--- src/rtl/pt_walker.sv ---
module pt_walker (
  input  logic        clk,
  input  logic        rst_n,
  input  logic        base_we,
  input  logic [31:0] base_wdata,
  input  logic        miss_valid,
  output logic        miss_ready,
  input  logic [31:0] miss_va,
  output logic        rd_req_valid,
  input  logic        rd_req_ready,
  output logic [31:0] rd_addr,
  input  logic        rd_rsp_valid,
  input  logic [31:0] rd_rsp_data,
  output logic        res_valid,
  input  logic        res_ready,
  output logic        res_fault,
  output logic [31:0] res_va,
  output logic [31:0] res_pa,
  output logic [1:0]  res_size,
  output logic        res_endian,
  output logic [1:0]  res_elsize,
  output logic        res_mixed
);

  typedef enum logic [2:0] {IDLE, L1_REQ, L1_WAIT, L2_REQ, L2_WAIT, DONE} state_t;

  state_t      state;
  logic [31:0] base_q, va_q;
  logic [21:0] coarse_q;

  logic        d_fault, d_coarse, d_endian, d_mixed;
  logic [31:0] d_pa;
  logic [1:0]  d_size, d_elsize;
  wire  [31:0] d = rd_rsp_data;

  assign miss_ready   = (state == IDLE);
  assign rd_req_valid = (state == L1_REQ) || (state == L2_REQ);
  assign res_valid    = (state == DONE);
  assign res_va       = va_q;
  assign rd_addr      = (state == L2_REQ) ? {coarse_q, va_q[19:12], 2'b00}
                                          : base_q + {18'd0, va_q[31:20], 2'b00};

  always_comb begin
    d_fault = 1'b1; d_coarse = 1'b0; d_pa = '0; d_size = '0;
    d_endian = 1'b0; d_elsize = '0; d_mixed = 1'b0;
    if (state == L1_WAIT) begin
      if (d[1:0] == 2'd2) begin
        d_fault  = 1'b0;
        d_endian = d[15]; d_elsize = d[11:10]; d_mixed = d[17];
        if (d[18]) begin d_size = 2'd3; d_pa = {d[31:24], va_q[23:0]}; end
        else       begin d_size = 2'd2; d_pa = {d[31:20], va_q[19:0]}; end
      end else if (d[1:0] == 2'd1) begin
        d_fault = 1'b0; d_coarse = 1'b1;
      end
    end else if (state == L2_WAIT) begin
      if (d[1:0] != 2'd0 && d[1:0] != 2'd3) begin
        d_fault  = 1'b0;
        d_endian = d[9]; d_elsize = d[5:4]; d_mixed = d[11];
        if (d[1:0] == 2'd2) begin d_size = 2'd0; d_pa = {d[31:12], va_q[11:0]}; end
        else                begin d_size = 2'd1; d_pa = {d[31:16], va_q[15:0]}; end
      end
    end
  end

  always_ff @(posedge clk) begin
    if (!rst_n) begin
      state <= IDLE; base_q <= '0; va_q <= '0; coarse_q <= '0;
      res_fault <= 1'b0; res_pa <= '0; res_size <= '0;
      res_endian <= 1'b0; res_elsize <= '0; res_mixed <= 1'b0;
    end else begin
      if (base_we) base_q <= {base_wdata[31:7], 7'd0};
      case (state)
        IDLE:    if (miss_valid) begin va_q <= miss_va; state <= L1_REQ; end
        L1_REQ:  if (rd_req_ready) state <= L1_WAIT;
        L2_REQ:  if (rd_req_ready) state <= L2_WAIT;
        L1_WAIT, L2_WAIT:
          if (rd_rsp_valid) begin
            if (d_coarse) begin
              coarse_q <= d[31:10];
              state    <= L2_REQ;
            end else begin
              res_fault  <= d_fault;  res_pa     <= d_pa;   res_size  <= d_size;
              res_endian <= d_endian; res_elsize <= d_elsize; res_mixed <= d_mixed;
              state      <= DONE;
            end
          end
        DONE:    if (res_ready) state <= IDLE;
        default: state <= IDLE;
      endcase
    end
  end

  AST_RD_ALIGN: assert property (@(posedge clk) disable iff (!rst_n)
    rd_req_valid |-> rd_addr[1:0] == 2'b00);
  AST_SECTION_OFFSET: assert property (@(posedge clk) disable iff (!rst_n)
    res_valid && !res_fault && res_size == 2'd2 |-> res_pa[19:0] == res_va[19:0]);
  AST_SUPER_OFFSET: assert property (@(posedge clk) disable iff (!rst_n)
    res_valid && !res_fault && res_size == 2'd3 |-> res_pa[23:0] == res_va[23:0]);
  AST_FAULT_ZERO: assert property (@(posedge clk) disable iff (!rst_n)
    res_valid && res_fault |-> res_pa == 32'd0 && res_size == 2'd0 && !res_endian && !res_mixed);
  AST_IDLE_QUIET: assert property (@(posedge clk) disable iff (!rst_n)
    miss_ready |-> !rd_req_valid && !res_valid);
  AST_RD_HOLD: assert property (@(posedge clk) disable iff (!rst_n)
    rd_req_valid && !rd_req_ready && !base_we |=> rd_req_valid && $stable(rd_addr));
  AST_RES_HOLD: assert property (@(posedge clk) disable iff (!rst_n)
    res_valid && !res_ready |=> res_valid && $stable(res_pa) && $stable(res_fault) && $stable(res_size));

endmodule

--- config.mk ---
export PLATFORM = sky130hd
export DESIGN_NAME = pt_walker
export DESIGN_NICKNAME = d
export VERILOG_FILES = /design/src/rtl/pt_walker.sv
export SDC_FILE = /design/constraint.sdc
export NUM_CORES = 1
export LEC_CHECK = 0
export BUFFER_PORTS_ARGS = -buffer_cell sky130_fd_sc_hd__buf_2
export CAP_MARGIN = 20
export CORE_MARGIN = 2
export CORE_UTILIZATION = 45
export CTS_BUF_LIST = sky130_fd_sc_hd__clkbuf_16
export DETAILED_ROUTE_END_ITERATION = 6
export PLACE_DENSITY = 0.74
export SLEW_MARGIN = 25
export SYNTH_ARGS = -nofsm -noshare
export SYNTH_HDL_FRONTEND = slang
export SYNTH_SLANG_ARGS = --single-unit
--- constraint.sdc ---
create_clock -name clk -period 2.6 [get_ports clk]
set_input_delay 0 -clock clk [delete_from_list [all_inputs] [get_ports clk]]
set_output_delay 0 -clock clk [all_outputs]
set_load 0.01 [all_outputs]
# --- Word-level counts from Yosys, hierarchy flattened ---
# Index checks and enable logic that the tools add are counted.
# Widths: inputs -> output; s select.
totals:
  regBits: 121
  latch_bits: 0
  inputBits: 103
  out_inout_bits: 106
  rom_bits: 0
  elab_cells: 74
  ramBits: 0
  n_memories: 0
classes:
  eq_ne: 13
  n_mux: 40
  div_mod_pow: 0
  shifts: 0
  multipliers: 0
  n_addsub: 1
  bitwise: 1
  n_lt_le_gt_ge: 0
  n_reduce_logical: 9
op_table:
  columns: ["operator", "count"]
  rows:
  - ["$mux 32", 5]
  - ["$add 32x14->32", 1]
  - ["$mux 24", 1]
  - ["$mux 1", 20]
  - ["$mux 3", 6]
  - ["$mux 16", 1]
  - ["$pmux 3 s5", 1]
  - ["$mux 2", 6]
  - ["$ne 2x2->1 const B", 5]
  - ["$eq 3x2->1 const B", 2]
  - ["$eq 3x3->1 const B", 2]
  - ["$reduce_and 3->1", 2]
  - ["$reduce_and 5->1", 1]
  - ["$eq 3x1->1 const B", 1]
  - ["$logic_not 3->1", 1]
  - ["$eq 2x1->1 const B", 1]
  - ["$eq 2x2->1 const B", 1]
  - ["$ne 2x1->1 const B", 1]
  - ["$reduce_and 2->1", 1]
  - ["$reduce_bool 2->1", 1]
  - ["$reduce_or 2->1", 1]
  - ["$logic_and 1x1->1", 1]
  - ["$logic_or 1x1->1", 1]
  - ["$not 1->1", 1]

# --- Logic depth before layout (Yosys ltp) ---
# Gate-level depths: netlist of the first run.
depth:
  depth_word: 7
  depth_mapped: 8
  mapped_depth_nobuf: 7

# --- Worst setup path after synthesis of the first run ---
# OpenSTA, ideal clock, no wires.
synth_timing:
  path_type: "flip-flop to output port"
  from: "register va_q[25] (netlist: res_va[25])"
  to: "output rd_addr[25]"
  setup_slack_ns: 0.569
  t_arrival_ns: 2.031
  stages_incl_launch_ff: 8
  required_time_ns: 2.600
  path_buffers: 0
  cell_sequence: "dfxtp_1 ha_1 fa_1 a211oi_1 o211ai_4 nand4b_1 xor2_1 o21ai_0"
synth_between:
  elab_chain_cells: 2
synth_lines:
  columns: ["element", "line", "rtl"]
  rows:
  - ["start: declaration", "28", "logic [31:0] base_q, va_q;"]
  - ["start signal: assignment", "67", "state <= IDLE; base_q <= '0; va_q <= '0; coarse_q <= '0;"]
  - ["start signal: assignment", "73", "IDLE: if (miss_valid) begin va_q <= miss_va; state <= L1_REQ; end"]
  - ["$add 32x14->32", "41", ": base_q + {18'd0, va_q[31:20], 2'b00};"]
  - ["$mux 32", "40", "assign rd_addr = (state == L2_REQ) ? {coarse_q, va_q[19:12], 2'b00}"]
  - ["end: declaration", "11", "output logic [31:0] rd_addr,"]
# Every way passes these cells.

# --- Worst setup path after layout of the first run ---
layout_timing:
  from: "register base_q[7]"
  to: "output rd_addr[27]"
layout_between:
  elab_chain_cells: 2
layout_lines:
  columns: ["element", "line", "rtl"]
  rows:
  - ["start: declaration", "28", null]
  - ["start signal: assignment", "71", "if (base_we) base_q <= {base_wdata[31:7], 7'd0};"]
  - ["$add 32x14->32", "41", null]
  - ["$mux 32", "40", null]
# Every way passes these cells.

==> results.cfg, run 1 <==
[grt]
grt-ovfl-total = 0
grt_pass1_wl_um = 27900
antenna_found_initial = 0
grt_pass1_vias = 5722
track_usage = 0.272
grt_max_degree = 67

[power]
peakVddDrop_mv = 0.595
power.share.clock = 0.460
netSwitchingFraction = 0.262
power.leakage_nw = 3.65
p_int_mw = 3.76
p_sw_mw = 1.34
p_per_area_nw_per_um2 = 619
total_power_mw = 5.09
seq_power_share = 0.394
pwr-share-comb = 0.146

[placement]
place_ws_ns = 0.351
dpl.cell_count = 1020
gp_congestion = 0.841
place_area_um2 = 6670
io_buffers = 194
hpwl_um = 11300

[drt]
route.detailed.drc = 0
wl_per_cell_um = 16.0
drt_iter0_markers = 494
drt_first_pass_iters = 5
postRouteAntennaNets = 0
vias = 6024
drt_wl_total_um = 18300
viasPerCell = 5.25

[sta]
max_freq_ghz = 0.396
max_slew.worst_pin.slew_ns = 0.849
drv_slew = 0
fin_tns_setup_ns = 0
finClkSkew_ns = 0.00609
hold_ws_ns = 0.0391
fin_crit_sh = 0.972
rsz0062_at_grt = yes
setup_ws_ns = 0.0718
final-setup-viol-count = 0
finalCriticalPeriod_ns = 2.53
slew-limit-headroom = 0.432
hold_viol_final = 0

[layout]
num-fill-cells = 969
final_common_cell = buf_2
fin_cells = 1147
mostFrequentLayoutCells = buf_2 (194), nand2_1 (179), dfxtp_1 (119)
drive_gt1_frac = 0.268
diodes = 0
area_growth_pct = 47.5
final_util = 0.682
nets = 1079
fin_area_um2 = 8230

[worst_setup_path]
worst_ep_required_time_ns = 2.60
cp.arrival_ns = 2.53
path_class = reg -> out
worst-r2r-cell-count = 6
cp-start-kind = flip-flop
path_max_fanout = 6
crit_path_end_kind = output port
r2r_end = res_elsize[1]$_SDFFE_PN0P_
rr_startpoint = state[2]$_SDFFE_PN0P_
crit_start = base_q[7]$_SDFFE_PN0P_
r2r_slack_ns = 0.27

[synth]
synth_edf_count = 0
yosys-top-cells-area = dfxtp_1 (43%), nand2_1 (12%), a21oi_1 (6.4%)
ys.warnings.count = 0
ys_async_sr_fraction = 0
syn_inst = 694
netlist_area_um2 = 5580
yosysSeqAreaShare = 0.434
yosysUniqueCellTypes = 50
syn_avg_cell_area_um2 = 8.04
ys_ff_latch = 121
yosysTopAreaCell = dfxtp_1
synth_top_area_frac = 0.434
dominantRegCellSynth = dfxtp_1

[min_path]
hold_depth = 4
holdCritPathClass = in -> reg
hp-start = rd_rsp_data[1]
worstHoldEndpoint = res_fault$_SDFFE_PN0P_

[cts]
insertion_delay_ns = 0.42
clk_pin_slew_worst_paths_ns = 0.06
clock_sinks = 121
numCtsBuffers = 17
htree_levels = 4
cts_tree = done
clock_path_buffers = 2
cts_root_buf = clkbuf_16

[floorplan]
rows = 40
core_um2 = 12100
fp.dieW_um = 115
chipHeight_um = 115
initial_core_util = 0.463
die-area_um2 = 13300
ios = 209

[status]
status = finished clean

[run]
cap_violations = 0
## worst max-delay path, stage by stage (launching register included)
cell and delay (ns):
dfxtp_2 0.34, ha_4 0.17, fa_2 0.40, a211oi_4 0.32, o211ai_4 0.18, buf_6 0.16, nand4_1 0.09, xor2_1 0.18
o21ai_1 0.09, buf_2 0.17
## state kept, by name, summed over array words and instances (netlist names)
register and cells:
res_va 32, res_elsize 2, coarse_q 22, res_fault 1
res_size 2, base_q 25, res_pa 32, state 3
res_mixed 1, res_endian 1
## synth_stat cells (3+ instances only)
cell type	instances
buf_2	16
a31oi_1	13
o21ai_1	3
nand2_1	179
nand3_1	17
xnor2_1	3
buf_4	5
a221oi_1	5
and4_1	4
xor2_1	18
a22oi_1	20
or3_1	3
clkbuf_1	27
nand4_1	10
o21ai_0	20
mux2i_1	30
ha_1	9
nor2_1	60
and3_1	4
nor3_1	7
inv_1	4
dfxtp_1	121
a21oi_1	71
mux2_2	5
nand2b_1	3
a211oi_1	4
and2_1	6
## timing repair
action / in CTS / in global routing
pin swaps: 1 / 7
endpoints found under the setup margin: 10 / 10
hold buffers: 91 / 0
gates resized for setup: 1 / 11
setup buffers: 0 / 4
hold endpoints to repair: 103 / 0
## cell families after synthesis
family	count (synthesis)	synth area share
AOI/OAI and AO/OA	152	0.170
xor gates and xnor gates	21	0.0330
adders and majority gates	10	0.0238
buffers and inverters	53	0.0426
DFF	121	0.434
muxes	35	0.0639
other	1	0.000672
and+or+nand+nor	301	0.232
## cell type report
cell class / instances / area, um^2 / share of cell area
timing repair buffer: 301 / 2030 / 0.247
clock inverter: 15 / 160 / 0.0195
sequential: 121 / 2420 / 0.295
tap: 168 / 210 / 0.0255
clock buffer: 17 / 425 / 0.0517
multi-input combinational: 521 / 2960 / 0.359
inverter: 4 / 17.5 / 0.00213
## metal layers
metal / global-route usage / vias to the layer above / share of wire
met4: 0.119 / 0 / 0.032
met3: 0.0764 / 52 / 0.062
li1: - / 2921 / -
met2: 0.461 / 247 / 0.49
met5: 0 / - / 0
met1: 0.320 / 2804 / 0.41
## how the worst max path moves through the flow
stage | end | depth (start not counted)
final | rd_addr[27] | 9
after global routing | rd_addr[27] | 9
after CTS | rd_addr[29] | 8
after detailed placement | rd_addr[21] | 8
after global placement | rd_addr[27] | 8
after floorplan | rd_addr[25] | 7
## power groups by stage
stage | logic (mW) | clock network, mW | registers, mW
6_report | 0.742 | 2.34 | 2.01
5_1_grt | 0.803 | 2.46 | 2.02
4_1_cts | 0.710 | 2.36 | 2.00
3_5_place_dp | 0.603 | 0 | 2.04
3_3_place_gp | 0.600 | 0 | 2.04
2_1_floorplan | 0.352 | 0 | 2.04
Power figures use the tool's default switching activity.
==> run 2, diff against run 1 <==
==> constraint.sdc (replaced) <==
create_clock -name clk -period 2.9 [get_ports clk]
set_input_delay 0 -clock clk [delete_from_list [all_inputs] [get_ports clk]]
set_output_delay 0 -clock clk [all_outputs]
set_load 0.01 [all_outputs]
==> run 2 against run 1 <==
  * Worst hold slack better by 0.020 ns
  * Cell count fell by 0.78%
  * Critical endpoint unchanged
  * Core utilization shrank 1.4 points
  * Clock-buffer cell count stayed put
  * Cell area fell by 2.0%
  * Global-route usage decreased by 0.73 points
  * First-iteration DRC count shrank 28%
  * Critical path depth shrank 1
  * Clock power down 17%
==> results.cfg, run 2 (synthesis gave the netlist of run 1 again) <==
[status]
status = finished clean

[min_path]
holdCritPathClass = in -> reg
hp-start = rd_rsp_data[1]
worstHoldEndpoint = res_fault$_SDFFE_PN0P_
hold_depth = 4

[power]
p_per_area_nw_per_um2 = 544
peakVddDrop_mv = 0.367
total_power_mw = 4.39
power.leakage_nw = 3.60

[floorplan]
chipHeight_um = 115
fp.dieW_um = 115
core_um2 = 12100
initial_core_util = 0.463
rows = 40
die-area_um2 = 13300
ios = 209

[sta]
max_freq_ghz = 0.370
rsz0062_at_grt = no
drv_slew = 0
final-setup-viol-count = 0
hold_viol_final = 0
fin_crit_sh = 0.933
fin_tns_setup_ns = 0
slew-limit-headroom = 0.329
finClkSkew_ns = 0.00888
finalCriticalPeriod_ns = 2.71
max_slew.worst_pin.slew_ns = 1.00

[drt]
drt_iter0_markers = 357
vias = 5891
drt_wl_total_um = 17600
viasPerCell = 5.18
drt_first_pass_iters = 5
route.detailed.drc = 0
wl_per_cell_um = 15.4
postRouteAntennaNets = 0

[cts]
cts_hold_buf = 89
clock_path_buffers = 2
clk_pin_slew_worst_paths_ns = 0.05
cts_setup_buffers = 0
numCtsBuffers = 17
clock_sinks = 121
cts_tree = done
cts_root_buf = clkbuf_16
cts_resized = 0
htree_levels = 4
insertion_delay_ns = 0.42

[placement]
dpl.cell_count = 1017
place_area_um2 = 6630
hpwl_um = 11500
gp_congestion = 0.811
io_buffers = 194

[worst_setup_path]
cp.arrival_ns = 2.71
path_class = reg -> out
path_max_fanout = 7
r2r_end = res_elsize[0]$_SDFFE_PN0P_
r2r_slack_ns = 0.36
cp_cell_sequence = ha_1 -> fa_1 -> a211oi_1 -> o211ai_4 -> nand4_1 -> xor2_1 -> o21ai_0 -> buf_2
worst_ep_required_time_ns = 2.90
critPathSlowestCell = a211oi_1
cp-start-kind = flip-flop
crit_path_end_kind = output port
cpPeakStageDelay_ns = 0.47
crit_start = res_va[25]$_SDFFE_PN0P_
rr_startpoint = state[1]$_SDFFE_PN0P_
worst-r2r-cell-count = 6

[grt]
antenna_found_initial = 0
grt-ovfl-total = 0
grt_pass1_wl_um = 27200
grt_pass1_vias = 5534
grt_max_degree = 77
track_usage = 0.264

[layout]
multi_input_area_um2 = 2930
seq_area_um2 = 2420
fin_cells = 1138
nets = 1070
final_common_cell = buf_2
fin_area_um2 = 8060
drive_gt1_frac = 0.254
area_growth_pct = 44.5
num-fill-cells = 990
mostFrequentLayoutCells = buf_2 (194), nand2_1 (179), dfxtp_1 (121)

[run]
cap_violations = 0
run 2: changes by cell type in the layout (fill, tap and decap cells not counted), moves of 2 or more:
| cell | previous run | this run |
|---|---|---|
| buf_4 | 12 | 8 |
| o21ai_0 | 18 | 20 |
| clkinv_2 | 2 | 5 |
| dfxtp_2 | 2 | 0 |
| ha_1 | 7 | 9 |
| clkinvlp_4 | 6 | 1 |
| clkinv_1 | 3 | 5 |
| dlygate4sd3_1 | 91 | 89 |
| o21ai_1 | 5 | 3 |
| dfxtp_1 | 119 | 121 |
| buf_6 | 2 | 0 |
run 2: metal layers:
layer  global-route usage  up-vias  part of all wire
li1                     -     2910                 -
met1                0.318     2699              0.43
met2                0.444      235              0.47
met3               0.0669       47             0.059
met4                0.120        0             0.035
met5                    0        -                 0
run 2: final cells by class:
cell class	instances	area share
Antenna cell	1	0.000310
Clock buffer	17	0.0528
Clock inverter	14	0.0143
Inverter	4	0.00217
Multi-Input combinational cell	521	0.363
Sequential cell	121	0.300
Tap cell	168	0.0261
Timing Repair Buffer	292	0.241
run 2: critical path: cells and delay by family (launching register included):
family	cells	cell delay (ns)
flip-flops	1	0.33
XOR/XNOR	1	0.07
AND/OR/NAND/NOR	1	0.15
buffers and inverters	1	0.18
adder cells (fa/ha/maj)	2	0.67
AO/OA/AOI/OAI	3	0.89
run 2: where the power goes:
part | internal, mW | switching [mW] | leakage, nW | total [mW]
Combinational | 0.297 | 0.341 | 2.35 | 0.637
Clock | 1.23 | 0.721 | 0.271 | 1.95
Sequential | 1.73 | 0.0716 | 0.985 | 1.80
run 2: through the flow:
step,hold slack [ns],worst slack (ns),utilization
2_1_floorplan,0.127,0.869,-
4_1_cts,0.0549,0.202,0.668
6_report,0.0595,0.195,0.669
3_3_place_gp,0.236,0.691,0.550
3_5_place_dp,0.244,0.665,0.550
5_1_grt,0.0760,0.0722,0.668
run 2: worst max-delay path by stage:
stage / endpoint / slack (ns) / cells after the start
3_3_place_gp: rd_addr[19] / 0.69 / 8
3_5_place_dp: rd_addr[31] / 0.66 / 8
2_1_floorplan: rd_addr[25] / 0.87 / 7
4_1_cts: rd_addr[17] / 0.20 / 8
6_report: rd_addr[27] / 0.19 / 8
5_1_grt: rd_addr[17] / 0.07 / 8
==> run 3, diff against run 2 <==
--- a/config.mk
+++ b/config.mk
@@ -7,7 +7,7 @@
 export LEC_CHECK = 0
 export BUFFER_PORTS_ARGS = -buffer_cell sky130_fd_sc_hd__buf_2
 export CAP_MARGIN = 20
-export CORE_MARGIN = 2
+export CORE_MARGIN = 3
 export CORE_UTILIZATION = 45
 export CTS_BUF_LIST = sky130_fd_sc_hd__clkbuf_16
 export DETAILED_ROUTE_END_ITERATION = 6
==> run 3 against run 2 <==
  * Global-route usage is 0.63 points lower
  * Combinational power rose by 2%
  * Via count rose by 0.54%
  * Non-clock buffer count rose by 6
  * Cell count up 0.53%
  * Largest power group unchanged
  * Highest routed layer unchanged
==> results.cfg, run 3 (synthesis gave the netlist of run 1 again) <==
[cts]
clk_pin_slew_worst_paths_ns = 0.05
numCtsBuffers = 17
htree_levels = 4
cts_tree = done
cts_resized = 0
insertion_delay_ns = 0.42
clock_path_buffers = 2
clock_sinks = 121
cts_setup_buffers = 0
cts_root_buf = clkbuf_16

[worst_setup_path]
worst_ep_required_time_ns = 2.90
cp.arrival_ns = 2.70
path_max_fanout = 7
cp_cell_sequence = ha_1 -> fa_1 -> a211oi_1 -> o211ai_4 -> nand3_1 -> xor2_1 -> o21ai_0 -> buf_2
endpoint = rd_addr[19]
path_buf_inv = 1
cp_top_family = compound AO/OA/AOI/OAI gates
cp-start-kind = flip-flop
crit_cells = 8
crit_path_end_kind = output port
worst-r2r-cell-count = 6
cpPeakStageDelay_ns = 0.49
crit_start = res_va[25]$_SDFFE_PN0P_
critPathSlowestCell = a211oi_1
r2r_end = res_elsize[1]$_SDFFE_PN0P_
r2r_slack_ns = 0.60
rr_startpoint = state[2]$_SDFFE_PN0P_
path_class = reg -> out

[drt]
postRouteAntennaNets = 0
viasPerCell = 5.18
route.detailed.drc = 0
drt_iter0_markers = 460
drt_first_pass_iters = 5
wl_per_cell_um = 15.7
vias = 5923
drt_wl_total_um = 18000

[placement]
gp_congestion = 0.873
dpl.cell_count = 1023
io_buffers = 194
hpwl_um = 11700
place_area_um2 = 6660

[power]
pwr-share-comb = 0.147
peakVddDrop_mv = 0.395
p_sw_mw = 1.15
p_int_mw = 3.26
power.share.clock = 0.445
power.leakage_nw = 3.63
p_per_area_nw_per_um2 = 545
seq_power_share = 0.408
netSwitchingFraction = 0.261

[layout]
area_growth_pct = 45.1
diodes = 0
final_common_cell = buf_2
drive_gt1_frac = 0.257
fin_cells = 1144
mostFrequentLayoutCells = buf_2 (194), nand2_1 (179), dfxtp_1 (121)
nets = 1076
multi_input_area_um2 = 2930
num-fill-cells = 1021
fin_area_um2 = 8100
seq_area_um2 = 2420

[sta]
drv_slew = 0
max_slew.worst_pin.slew_ns = 0.761
slew-limit-headroom = 0.493
finalCriticalPeriod_ns = 2.70
fin_crit_sh = 0.930
hold_viol_final = 0
rsz0062_at_grt = no
max_freq_ghz = 0.371
final-setup-viol-count = 0
fin_tns_setup_ns = 0
finClkSkew_ns = 0.00898

[floorplan]
chipHeight_um = 117
die-area_um2 = 13800
rows = 40
ios = 209
fp.dieW_um = 117
core_um2 = 12100
initial_core_util = 0.463

[grt]
gr-max-usage-layer = met2
grt-ovfl-total = 0
grt_pass1_vias = 5772
grt_use_met3 = 0.0714
grt_max_degree = 73
antenna_found_initial = 0
grt_pass1_wl_um = 29000
grt_util_met2 = 0.429
grt_use_met1 = 0.323
track_usage = 0.258

[min_path]
holdCritPathClass = in -> reg

[run]
cap_violations = 0

[status]
status = finished clean
## run 3: cell count changes in the layout (fill, tap and decap cells not counted), sizes merged
cell | previous run | this run
buf | 203 | 209
diode | 1 | 0
clkinvlp | 1 | 2
clkinv | 10 | 6
inv | 5 | 9
## run 3: worst min path at each step
stage,startpoint,end,depth (start not counted)
finish,rd_rsp_data[1],res_fault$_SDFFE_PN0P_,4
global route,rd_rsp_data[1],res_fault$_SDFFE_PN0P_,4
CTS,rd_rsp_data[1],res_fault$_SDFFE_PN0P_,4
detailed placement,base_wdata[17],base_q[17]$_SDFFE_PN0P_,3
global placement,base_wdata[17],base_q[17]$_SDFFE_PN0P_,3
floorplan,rst_n,state[2]$_SDFFE_PN0P_,2
## run 3: cell type report
cell class / count / area share
Multi-Input combinational cell: 521 / 0.361
Sequential cell: 121 / 0.299
Timing Repair Buffer: 298 / 0.244
Clock buffer: 17 / 0.0525
Tap cell: 168 / 0.0260
Clock inverter: 15 / 0.0150
Inverter: 4 / 0.00216
## run 3: stage by stage
| stage | power [mW] | util | hold WS (ns) | setup slack [ns] |
|---|---|---|---|---|
| 2_1_floorplan | 2.14 | - | 0.127 | 0.869 |
| 3_5_place_dp | 2.38 | 0.552 | 0.243 | 0.670 |
| 4_1_cts | 4.42 | 0.671 | 0.0366 | 0.215 |
| 5_1_grt | 4.57 | 0.671 | 0.0936 | 0.0775 |
| 6_report | 4.41 | 0.671 | 0.0417 | 0.203 |
| 3_3_place_gp | 2.37 | 0.552 | 0.236 | 0.701 |
## run 3: power by group through the flow
| stage | sequential, mW | combinational, mW | clock, mW |
|---|---|---|---|
| after floorplan | 1.83 | 0.316 | 0 |
| after global placement | 1.83 | 0.539 | 0 |
| after detailed placement | 1.83 | 0.544 | 0 |
| after CTS | 1.80 | 0.639 | 1.98 |
| after global routing | 1.81 | 0.708 | 2.05 |
| final | 1.80 | 0.648 | 1.96 |
## run 3: layer usage
layer  wire [um]  up-vias
met2        8580      211
met1        7870     2755
li1            -     2924
met3        1090       33
met4         434        0
met5           0        -
## run 3: worst min-delay path: stages
cell and delay [ns]:
buf_2 0.09, ha_1 0.15, nand2_1 0.06, a21oi_1 0.12
## run 3: what timing repair did
action | 4_1_cts | 5_1_grt
endpoints found under the hold margin | 103 | 0
endpoints found under the setup margin | 0 | 0
hold buffers | 89 | 0
